===== config.mk =====
export PLATFORM = sky130hd
export DESIGN_NAME = ctl_serial_port
export DESIGN_NICKNAME = d
export VERILOG_FILES = /design/src/rtl/ctl_sp_pkg.sv /design/src/rtl/ctl_sp_sync.sv /design/src/rtl/ctl_sp_frame_rx.sv /design/src/rtl/ctl_sp_reg_bank.sv /design/src/rtl/ctl_serial_port.sv
export SDC_FILE = /design/constraint.sdc
export NUM_CORES = 1
export LEC_CHECK = 0
export BUFFER_PORTS_ARGS = -buffer_cell sky130_fd_sc_hd__buf_2
export CAP_MARGIN = 20
export CORE_ASPECT_RATIO = 1.4
export CORE_UTILIZATION = 29
export CTS_CLUSTER_DIAMETER = 40
export DETAILED_ROUTE_END_ITERATION = 10
export MAX_ROUTING_LAYER = met4
export PLACE_DENSITY = 0.49
export SYNTH_ARGS = -nofsm -noshare
export SYNTH_HDL_FRONTEND = slang
export SYNTH_SLANG_ARGS = --single-unit

===== constraint.sdc =====
create_clock -name clk -period 2.4 [get_ports clk]
set_clock_uncertainty 0.05 [all_clocks]
set_input_delay 0.12 -clock clk [delete_from_list [all_inputs] [get_ports clk]]
set_output_delay 0.12 -clock clk [all_outputs]
set_load 0.03 [all_outputs]

===== src/rtl/ctl_sp_pkg.sv =====
package ctl_sp_pkg;
  localparam int FRAME_BITS = 16;
  localparam int DATA_W     = 8;
  localparam int IDX_W      = 7;
  localparam int CNT_W      = $clog2(FRAME_BITS + 1);
  localparam int PTR_REG    = 11;

  typedef logic [IDX_W-1:0]  idx_t;
  typedef logic [DATA_W-1:0] byte_t;
  typedef logic [CNT_W-1:0]  cnt_t;

  typedef struct packed {
    logic  rd;
    idx_t  idx;
    byte_t data;
  } frame_t;
endpackage


===== src/rtl/ctl_sp_sync.sv =====
module ctl_sp_sync #(
  parameter int   STAGES  = 2,
  parameter logic RST_VAL = 1'b0
) (
  input  logic clk,
  input  logic rst_n,
  input  logic d,
  output logic q
);
  logic [STAGES-1:0] chain;

  for (genvar s = 0; s < STAGES; s++) begin : g_stage
    if (s == 0) begin : g_first
      always_ff @(posedge clk or negedge rst_n)
        if (!rst_n) chain[0] <= RST_VAL;
        else        chain[0] <= d;
    end else begin : g_next
      always_ff @(posedge clk or negedge rst_n)
        if (!rst_n) chain[s] <= RST_VAL;
        else        chain[s] <= chain[s-1];
    end
  end

  assign q = chain[STAGES-1];
endmodule


===== src/rtl/ctl_sp_frame_rx.sv =====
module ctl_sp_frame_rx
  import ctl_sp_pkg::*;
(
  input  logic   clk,
  input  logic   rst_n,
  input  logic   ml_s,
  input  logic   mc_s,
  input  logic   mdi_s,
  input  byte_t  rd_byte,
  output logic   wr_en,
  output logic   inc_en,
  output frame_t frame_o,
  output cnt_t   bit_cnt,
  output logic   sdo,
  output logic   sdo_en
);
  localparam cnt_t FULL = cnt_t'(FRAME_BITS);
  localparam cnt_t HALF = cnt_t'(FRAME_BITS - DATA_W);

  logic                  ml_q, mc_q, op, ovf;
  logic [FRAME_BITS-1:0] shreg;
  byte_t                 tx_sh;
  logic                  mc_rise, mc_fall, ml_rise, complete;

  assign mc_rise  = mc_s & ~mc_q;
  assign mc_fall  = ~mc_s & mc_q;
  assign ml_rise  = ml_s & ~ml_q;
  assign complete = ml_rise & (bit_cnt == FULL) & ~ovf;
  assign wr_en    = complete & ~shreg[FRAME_BITS-1];
  assign inc_en   = complete & shreg[FRAME_BITS-1];
  assign frame_o  = frame_t'(shreg);
  assign sdo      = tx_sh[DATA_W-1];

  always_ff @(posedge clk or negedge rst_n) begin
    if (!rst_n) begin
      ml_q    <= 1'b1;
      mc_q    <= 1'b0;
      shreg   <= '0;
      bit_cnt <= '0;
      ovf     <= 1'b0;
      op      <= 1'b0;
      tx_sh   <= '0;
      sdo_en  <= 1'b0;
    end else begin
      ml_q <= ml_s;
      mc_q <= mc_s;
      if (ml_s) begin
        bit_cnt <= '0;
        ovf     <= 1'b0;
        op      <= 1'b0;
        sdo_en  <= 1'b0;
      end else begin
        if (mc_rise) begin
          if (bit_cnt < FULL) begin
            shreg   <= {shreg[FRAME_BITS-2:0], mdi_s};
            bit_cnt <= bit_cnt + cnt_t'(1);
            if (bit_cnt == '0) op <= mdi_s;
          end else begin
            ovf <= 1'b1;
          end
        end
        if (mc_fall && op && bit_cnt >= HALF && bit_cnt < FULL) begin
          sdo_en <= 1'b1;
          tx_sh  <= (bit_cnt == HALF) ? rd_byte : {tx_sh[DATA_W-2:0], 1'b0};
        end
      end
    end
  end
endmodule


===== src/rtl/ctl_sp_reg_bank.sv =====
module ctl_sp_reg_bank
  import ctl_sp_pkg::*;
#(
  parameter int NUM_REGS = 16
) (
  input  logic                     clk,
  input  logic                     rst_n,
  input  logic                     wr_en,
  input  idx_t                     wr_idx,
  input  byte_t                    wr_data,
  input  logic                     inc_en,
  output byte_t                    rd_byte,
  output logic [NUM_REGS*DATA_W-1:0] regs_o
);
  idx_t ptr;
  assign ptr = regs_o[PTR_REG*DATA_W +: IDX_W];

  for (genvar g = 0; g < NUM_REGS; g++) begin : g_reg
    byte_t q;
    always_ff @(posedge clk or negedge rst_n) begin
      if (!rst_n) begin
        q <= '0;
      end else if (wr_en && wr_idx == idx_t'(g)) begin
        q <= wr_data;
      end else if (inc_en && (g == PTR_REG) && q[DATA_W-1]) begin
        q <= {q[DATA_W-1], q[IDX_W-1:0] + idx_t'(1)};
      end
    end
    assign regs_o[g*DATA_W +: DATA_W] = q;
  end

  always_comb begin
    rd_byte = '0;
    for (int i = 0; i < NUM_REGS; i++)
      if (ptr == idx_t'(i)) rd_byte = regs_o[i*DATA_W +: DATA_W];
  end
endmodule


===== src/rtl/ctl_serial_port.sv =====
module ctl_serial_port
  import ctl_sp_pkg::*;
#(
  parameter int NUM_REGS    = 16,
  parameter int SYNC_STAGES = 2
) (
  input  logic                       clk,
  input  logic                       rst_n,
  input  logic                       frame_n,
  input  logic                       sck,
  input  logic                       sdi,
  output logic                       sdo,
  output logic                       sdo_en,
  output logic [NUM_REGS*DATA_W-1:0] regs_o
);
  logic   ml_s, mc_s, mdi_s, wr_en, inc_en;
  frame_t frame;
  byte_t  rd_byte;
  cnt_t   bit_cnt;

  ctl_sp_sync #(.STAGES(SYNC_STAGES), .RST_VAL(1'b1)) u_sync_ml (
    .clk(clk), .rst_n(rst_n), .d(frame_n), .q(ml_s));
  ctl_sp_sync #(.STAGES(SYNC_STAGES), .RST_VAL(1'b0)) u_sync_mc (
    .clk(clk), .rst_n(rst_n), .d(sck), .q(mc_s));
  ctl_sp_sync #(.STAGES(SYNC_STAGES), .RST_VAL(1'b0)) u_sync_mdi (
    .clk(clk), .rst_n(rst_n), .d(sdi), .q(mdi_s));

  ctl_sp_frame_rx u_rx (
    .clk(clk), .rst_n(rst_n), .ml_s(ml_s), .mc_s(mc_s), .mdi_s(mdi_s),
    .rd_byte(rd_byte), .wr_en(wr_en), .inc_en(inc_en), .frame_o(frame),
    .bit_cnt(bit_cnt), .sdo(sdo), .sdo_en(sdo_en));

  ctl_sp_reg_bank #(.NUM_REGS(NUM_REGS)) u_bank (
    .clk(clk), .rst_n(rst_n), .wr_en(wr_en), .wr_idx(frame.idx),
    .wr_data(frame.data), .inc_en(inc_en), .rd_byte(rd_byte), .regs_o(regs_o));
endmodule


## Word-level counts from Yosys, hierarchy flattened

Index checks and enable logic that the tools add are counted.

| cells by class | value |
|---|---|
| multiplexer cells | 31 |
| add/subtract/negate cells | 2 |
| eq/ne operators | 33 |
| bitwise operators | 13 |
| $lt $le $gt $ge | 2 |
| reduce and logical (&&, ||, !) cells | 33 |

Operators by type and width:

| kind | count |
|---|---|
| $mux W8 | 18 |
| $eq A7 B4 Y1 const B | 16 |
| $eq A7 B3 Y1 const B | 8 |
| $eq A7 B2 Y1 const B | 4 |
| $logic_and A1 B1 Y1 | 20 |
| $mux W5 | 3 |
| $eq A7 B1 Y1 const B | 2 |
| $logic_not A7 Y1 | 2 |
| $reduce_bool A2 Y1 | 5 |
| $mux W1 | 9 |
| $add A7 B1 Y7 const B | 1 |
| $and A1 B1 Y1 | 7 |
| $mux W7 | 1 |
| $not A1 Y1 | 6 |
| $reduce_and A2 Y1 | 3 |
| $reduce_and A3 Y1 | 2 |
| $add A5 B1 Y5 const B | 1 |
| $eq A5 B4 Y1 const B | 1 |
| $eq A5 B5 Y1 const B | 1 |
| $ge A5 B4 Y1 const B | 1 |
| $logic_not A5 Y1 | 1 |
| $lt A5 B5 Y1 const B | 1 |
| $ne A2 B2 Y1 const B | 1 |

| storage, ports and cells | value |
|---|---|
| logic and storage cells | 145 |
| register bits | 168 |
| input bits | 5 |
| output and inout bits | 130 |

## Depth between registers and ports, before layout

Gate-level depths: netlist of run 1.

| depth | value |
|---|---|
| depth in word-level cells | 18 |
| mapped depth | 10 |
| gate-level depth less buffers | 8 |

## By module

A second synthesis of run 1 with hierarchy kept.

| unflattened totals | value |
|---|---|
| cells, all modules | 675 |
| area, all modules | 8125.3 sq um |

By module, submodules not included:

| module | sequential area each (sq um) | cells an instance | times used | area an instance (sq um) |
|---|---|---|---|---|
| ctl_sp_reg_bank | 3203.1 | 558 | 1 | 6432.4 |
| ctl_sp_frame_rx | 852.1 | 111 | 1 | 1540.2 |
| ctl_sp_sync (u_sync_mc ...) | 50.0 | 2 | 2 | 50.0 |
| ctl_sp_sync (u_sync_ml) | 52.6 | 2 | 1 | 52.6 |

## Worst setup path after synthesis of run 1

No wires, ideal clock.

| timing path | value |
|---|---|
| kind | flip-flop to flip-flop |
| from | register u_bank.g_reg[11].q[0] |
| to | register u_rx.tx_sh[1] |
| buffers on the path | 2 |
| data required time | 2219 ps |
| cell stages (with the launch flop) | 11 |
| period minus slack after synthesis | 2540 ps |
| arrival time | 2359 ps |
| path slack | -140 ps |
| setup time | 131 ps |
| cells stage by stage | dfrtp_1 inv_1 ha_1 buf_2 or4b_4 buf_6 o211a_1 a221oi_2 o21ai_1 a31oi_1 o22ai_1 |

| on the way | value |
|---|---|
| word-level cells in the longest chain between the ends | 18 |
| elaborated cells on any way between the ends | 33 |
| those cells by class | eq/ne: 15; mux: 17; reduce/logical: 1 |

Ends and longest elaborated chain:

| item | RTL line | text |
|---|---|---|
| start, declared | ctl_sp_reg_bank.sv:19 | `byte_t q;` |
| start signal, assigned | ctl_sp_reg_bank.sv:24 | `q <= wr_data;` |
| start signal, assigned | ctl_sp_reg_bank.sv:26 | `q <= {q[DATA_W-1], q[IDX_W-1:0] + idx_t'(1)};` |
| $logic_not A7 Y1 | ctl_sp_reg_bank.sv:35 | `if (ptr == idx_t'(i)) rd_byte = regs_o[i*DATA_W +: DATA_W];` |
| $mux W8 (15 in a row) | ctl_sp_reg_bank.sv:35 |  |
| $mux W8 * | ctl_sp_reg_bank.sv:35 |  |
| $mux W8 * | ctl_sp_frame_rx.sv:64 | `tx_sh <= (bit_cnt == HALF) ? rd_byte : {tx_sh[DATA_W-2:0], 1'b0};` |
| end signal, assigned | ctl_sp_frame_rx.sv:64 |  |
| end, declared | ctl_sp_frame_rx.sv:22 | `byte_t tx_sh;` |

Every way passes the cells marked *; elsewhere a longest branch is shown, timed or not.
A chain may end at the register's enable or synchronous reset.

## Worst setup path in the final report of run 1

Ends and elaborated chain as after synthesis.

==> results.sh, run 1 <==
export IMPL_clk_latency_ns=0.45
export IMPL_die_area_sq_mm=0.0288
export IMPL_avgRoutedWirePerCell_um=22.7
export IMPL_initial_core_util=0.295
export IMPL_diodes=0
export IMPL_wirelength_um=30700
export IMPL_cp_end_kind="register"
export IMPL_die_w_um=144
export IMPL_cts_root_buf="clkbuf_16"
export IMPL_ys_ff_latch=168
export IMPL_firstDrtPassIters=5
export IMPL_power_density_mw_per_mm2=580
export IMPL_outcome="finished, violations left"
export IMPL_ir_drop_mv=0.448
export IMPL_critPathMaxStageDelay_ns=0.52
export IMPL_rsz0062_at_grt="yes"
export IMPL_critPathMaxFanout=4
export IMPL_grt_pass1_wl_um=45600
export IMPL_ys_warn_count=0
export IMPL_syn_area_per_cell_sq_um=11.3
export IMPL_setup_violations_final=8
export IMPL_cts_sinks=168
export IMPL_maxCapViolations=0
export IMPL_worstPathCellList="buf_6, inv_8, buf_4, ha_4, or4b_4, o211a_1, a221oi_2, o21ai_2, a31oi_4, o22ai_1"
export IMPL_nets=984
export IMPL_drcViolationCount=0
export IMPL_crit_slowest_cell="or4b_4"
export IMPL_htree_num_levels=4
export IMPL_setup_ws_ns=-0.142
export IMPL_numPortBuffers=134
export IMPL_yosysSeqAreaShare=0.517
export IMPL_worstMarginPinSlew_ns=1.02
export IMPL_clk_pin_slew_ns=0.07
export IMPL_synth_area_leaders="dfrtp_1 51%, mux2_2 17%, nand2_1 2.9%"
export IMPL_via_count=6963
export IMPL_worst_slew_margin_rel=0.323
export IMPL_dpl_cell_count=1298
export IMPL_ys_async_sr_fraction=1.00
export IMPL_gr_usage_all_layers=0.228
export IMPL_tritoncts="done"
export IMPL_synthesis_nets=731
export IMPL_ff2ff_path_depth=10
export IMPL_place_congestion=0.923
export IMPL_ioPinCount=135
export IMPL_whs_ns=0.149
export IMPL_violations="setup timing"
export IMPL_final_common_cell="dfrtp_1"
export IMPL_synthDistinctLibCells=70
export IMPL_detail_route_antenna_nets=0
export IMPL_hold_violations=0
export IMPL_grt_pass1_vias=7031
export IMPL_synthesis_instances=720
export IMPL_setup_tns_ns=-0.647
export IMPL_stdcell_count=1356
export IMPL_core_area_sq_mm=0.0277
export IMPL_power_leakage_nw=5.54
export IMPL_clockBufferDepth=2
export IMPL_min_path_type="in2async"
export IMPL_synth_top_area_cell="dfrtp_1"
export IMPL_timing_fmax_mhz=393
export IMPL_drtIter0Drc=432
export IMPL_layout_common_cells="163 x dfrtp_1, 133 x buf_2, 121 x mux2_2"
export IMPL_synth_top_area_frac=0.507
export IMPL_grt_max_degree=62
export IMPL_synth_edf_count=0
export IMPL_hpwl_um=23000
export IMPL_synth_main_ff_cell="dfrtp_1"
export IMPL_die_y_um=200
export IMPL_nFillCells=2758
export IMPL_overflow=0
export IMPL_layout_drive_gt1_share=0.508
export IMPL_slew_viol_final=0
export IMPL_viasPerCell=5.13
export IMPL_row_count=72
export IMPL_period_share=1.06
export IMPL_cts_buffers=17
export IMPL_worst_setup_path_type="reg2reg"
export IMPL_syn2layout_area_growth_pct=38.3
export IMPL_syn_area_sq_mm=0.00815
export IMPL_multi_input_area_sq_mm=0.00406
export IMPL_antenna_found_initial=0
export IMPL_layout_min_cycle_time_ns=2.54
export IMPL_worstPathRequired_ns=2.68
export IMPL_regArea_sq_mm=0.00421
export IMPL_worstPathArrival_ns=2.82
export IMPL_start_kind="register"
==> critical path: cells and delay by family (launching register included) <==
kind | cells | cell delay (ns)
flops | 1 | 0.43
buf+inv | 3 | 0.30
simple gates | 1 | 0.52
compound gates | 5 | 0.99
fa+ha+maj | 1 | 0.15
==> sequential cells by signal, indices dropped and copies added, names as in the netlist <==
register	count
u_bank.g.q	128
u_rx.bit_cnt	5
u_rx.frame_o	16
u_rx.mc_q	1
u_rx.ml_q	1
u_rx.op	1
u_rx.ovf	1
u_rx.sdo_en	1
u_rx.tx_sh	8
u_sync_mc.chain	1
u_sync_mc.q	1
u_sync_mdi.chain	1
u_sync_mdi.q	1
u_sync_ml.chain	1
u_sync_ml.q	1
==> area by class of cell <==
type,count,share of cell area
Sequential cell,168,0.374
Multi-Input combinational cell,500,0.360
Timing Repair Buffer,271,0.165
Tap cell,370,0.0411
Clock buffer,20,0.0396
Clock inverter,12,0.0145
Inverter,15,0.00588
==> metrics by stage <==
stage               power (mW)   util  instance area [sq um]  setup slack, ns
floorplan                 3.26      -                   8150          0.00775
global placement          3.68  0.363                  10000           -0.344
detailed placement        3.69  0.363                  10000           -0.378
CTS                       6.60  0.399                  11000          -0.0990
global route              6.75  0.407                  11300           -0.182
finish                    6.54  0.407                  11300           -0.142
==> metal layers <==
layer  part of all wire  routed length, um  track usage
met1               0.42              13000        0.278
met2               0.50              15400        0.369
met3              0.037               1140       0.0337
met4              0.039               1190        0.101
met5                  0                  0            -
==> repair_timing <==
action,4_1_cts,5_1_grt
endpoints found under the setup margin,13,13
hold buffers,4,0
setup buffers,13,11
gates resized for setup,58,33
pin swaps,19,25
endpoints found under the hold margin,56,0
==> cell usage after synthesis, types with 5 or more instances <==
cell      number
a211oi_1       7
a21oi_1       35
a221oi_1       7
a31oi_1        7
a32oi_1        5
buf_2          8
clkbuf_1      24
dfrtp_1      165
ha_1           6
inv_1         15
mux2_2       126
nand2_1       62
nand2b_1       6
nand3_1       14
nand4_1       10
nor2_1        44
nor2_2         7
nor2_4         6
nor2b_1       10
nor3_1         7
o211ai_1      10
o21ai_0       41
o21ai_1        5
o221ai_1       6
o22ai_1        6
o32ai_1        5
==> worst paths after layout <==
| kind | from | endpoint | slack [ns] |
|---|---|---|---|
| min reg2reg | u_sync_mdi.chain[0]$_DFF_PN0_ | u_sync_mdi.q$_DFF_PN0_ | 0.30 |
| max in group asynchronous | rst_n | u_sync_ml.chain[0]$_DFF_PN1_ | 1.35 |
| max | u_bank.g_reg[11].q[0]$_DFFE_PN0P_ | u_rx.tx_sh[1]$_DFFE_PN0P_ | -0.14 |
| max reg2reg | u_bank.g_reg[11].q[0]$_DFFE_PN0P_ | u_rx.tx_sh[1]$_DFFE_PN0P_ | -0.14 |
| min in group clk | sdi | u_sync_mdi.chain[0]$_DFF_PN0_ | 0.26 |
| min | rst_n | u_bank.g_reg[0].q[6]$_DFFE_PN0P_ | 0.15 |
==> cell families after synthesis <==
group,after synthesis,share of synthesized area
mux,126,0.174
flops,168,0.517
xor+xnor,4,0.00430
fa+ha+maj,6,0.00921
buf+inv,52,0.0289
compound gates,162,0.131
simple gates,202,0.136
==> report_power, final <==
| part | internal (mW) | total [mW] | switching (mW) |
|---|---|---|---|
| logic | 0.140 | 0.446 | 0.306 |
| registers | 2.90 | 3.20 | 0.300 |
| clock network | 1.68 | 2.90 | 1.22 |
Power figures use the tool's default switching activity.
==> run 2, diff against run 1 <==
==> constraint.sdc (replaced) <==
create_clock -name clk -period 2.2 [get_ports clk]
set_clock_uncertainty 0.05 [all_clocks]
set_input_delay 0.22 -clock clk [delete_from_list [all_inputs] [get_ports clk]]
set_output_delay 0.22 -clock clk [all_outputs]
set_load 0.03 [all_outputs]
==> results.sh, run 2 (synthesis gave the netlist of run 1 again) <==
export IMPL_worstPathArrival_ns=2.65
export IMPL_via_count=7164
export IMPL_diodes=0
export IMPL_critPathMaxFanout=6
export IMPL_layout_common_cells="163 x dfrtp_1, 142 x buf_4, 133 x buf_2"
export IMPL_power_leakage_nw=5.79
export IMPL_pwr_share_seq=0.478
export IMPL_crit_cells=9
export IMPL_fin_util=0.420
export IMPL_clkPwrFrac=0.429
export IMPL_overflow=0
export IMPL_ff2ff_path_depth=9
export IMPL_cp_startpoint="u_bank.g_reg[11].q[0]$_DFFE_PN0P_"
export IMPL_worstPathCellList="inv_2, buf_12, ha_4, or4b_4, o211a_1, a221oi_2, o21ai_2, a31oi_1, o22ai_1"
export IMPL_htree_num_levels=4
export IMPL_crit_family="compound AO/OA/AOI/OAI gates"
export IMPL_viasPerCell=5.15
export IMPL_dpl_cell_count=1338
export IMPL_largest_register_ffs=128
export IMPL_r2r_end="u_rx.tx_sh[1]$_DFFE_PN0P_"
export IMPL_crit_path_end="u_rx.tx_sh[1]$_DFFE_PN0P_"
export IMPL_cts_sinks=168
export IMPL_p_int_mw=5.12
export IMPL_worstMarginPinSlew_ns=1.05
export IMPL_crit_slowest_cell="or4b_4"
export IMPL_hold_violations=0
export IMPL_worst_setup_path_type="reg2reg"
export IMPL_antenna_found_initial=0
export IMPL_clk_pin_slew_ns=0.07
export IMPL_maxCapViolations=0
export IMPL_largest_register="u_bank.g.q"
export IMPL_grt_pass1_vias=7348
export IMPL_crit_buf_inv=2
export IMPL_drcViolationCount=0
export IMPL_cp_end_kind="register"
export IMPL_reg2reg_slack_ns=-0.18
export IMPL_tritoncts="done"
export IMPL_core_area_sq_mm=0.0277
export IMPL_rsz0062_at_grt="yes"
export IMPL_ir_drop_mv=0.473
export IMPL_clockBufferDepth=2
export IMPL_ioPinCount=135
export IMPL_cts_buffers=17
export IMPL_slew_viol_final=0
export IMPL_wirelength_um=31200
export IMPL_period_share=1.08
export IMPL_initial_core_util=0.295
export IMPL_place_congestion=0.933
export IMPL_avgRoutedWirePerCell_um=22.4
export IMPL_final_common_cell="dfrtp_1"
export IMPL_die_w_um=144
export IMPL_min_path_type="in2async"
export IMPL_die_area_sq_mm=0.0288
export IMPL_gr_usage_all_layers=0.231
export IMPL_comb_power_share=0.094
export IMPL_critPathMaxStageDelay_ns=0.53
export IMPL_timing_fmax_mhz=420
export IMPL_setup_violations_final=13
export IMPL_power_density_mw_per_mm2=616
export IMPL_grt_pass1_wl_um=46600
export IMPL_detail_route_antenna_nets=0
export IMPL_cts_root_buf="clkbuf_16"
export IMPL_clk_latency_ns=0.44
export IMPL_hpwl_um=23800
export IMPL_setup_ws_ns=-0.178
export IMPL_nFillCells=2688
export IMPL_layout_min_cycle_time_ns=2.38
export IMPL_stdcell_count=1390
export IMPL_power_total_mw=7.16
export IMPL_worst_slew_margin_rel=0.302
export IMPL_numPortBuffers=134
export IMPL_nets=1018
export IMPL_start_kind="register"
export IMPL_grt_max_degree=60
export IMPL_violations="setup timing"
export IMPL_swShare=0.286
export IMPL_layout_drive_gt1_share=0.526
export IMPL_row_count=72
export IMPL_whs_ns=0.201
export IMPL_r2r_start="u_bank.g_reg[11].q[0]$_DFFE_PN0P_"
export IMPL_syn2layout_area_growth_pct=42.7
export IMPL_firstDrtPassIters=7
export IMPL_outcome="finished, violations left"
export IMPL_drtIter0Drc=409
export IMPL_die_y_um=200
export IMPL_worstPathRequired_ns=2.47
export IMPL_power_switching_mw=2.04
## run 2: per-stage QoR
step	setup TNS (ns)	setup slack, ns	instance area [sq um]
after floorplan	-0.491	-0.144	8230
final	-1.39	-0.178	11600
after detailed placement	-6.59	-0.634	10400
after global routing	-5.01	-0.233	11600
after global placement	-5.71	-0.565	10400
after CTS	-3.52	-0.182	11500
## run 2: repair_timing
action | in CTS | in global routing
setup endpoints to repair | 78 | 119
pin swaps | 17 | 25
hold endpoints to repair | 40 | 0
setup buffers | 12 | 9
cloned | 0 | 0
hold buffers | 4 | 0
resized for setup | 78 | 42
## run 2: worst min-delay path by stage
stage	start	endpoint	slack (ns)
floorplan	rst_n	u_bank.g_reg[0].q[0]$_DFFE_PN0P_	-0.13
global placement	rst_n	u_rx.frame_o[1]$_DFFE_PN0P_	0.11
detailed placement	rst_n	u_rx.ovf$_DFFE_PN0P_	0.11
CTS	rst_n	u_rx.ovf$_DFFE_PN0P_	0.21
global route	rst_n	u_rx.ovf$_DFFE_PN0P_	0.24
finish	rst_n	u_rx.ovf$_DFFE_PN0P_	0.20
## run 2: area by class of cell
type,count,area (sq um),share of cell area
repair buffers,305,2160,0.186
flip-flops and latches,168,4210,0.362
clock buffers,20,447,0.0384
clock inverters,12,141,0.0122
multi-input cells,500,4150,0.357
well taps,370,463,0.0398
inverters,15,56.3,0.00484
## run 2: routing by layer
metal  up-vias  part of all wire  GRT usage
met1      3647              0.43      0.284
met2       210              0.50      0.373
met3        65             0.032     0.0325
met4         0             0.037      0.102
li1       3242                 -          -
met5         -                 0          -
## run 2: power by group through the flow
| stage | Combinational (mW) | Sequential [mW] | Clock, mW |
|---|---|---|---|
| 2_1_floorplan | 0.260 | 3.30 | 0 |
| 3_3_place_gp | 0.627 | 3.48 | 0 |
| 3_5_place_dp | 0.633 | 3.48 | 0 |
| 4_1_cts | 0.671 | 3.42 | 3.14 |
| 5_1_grt | 0.711 | 3.44 | 3.24 |
| 6_report | 0.670 | 3.42 | 3.07 |
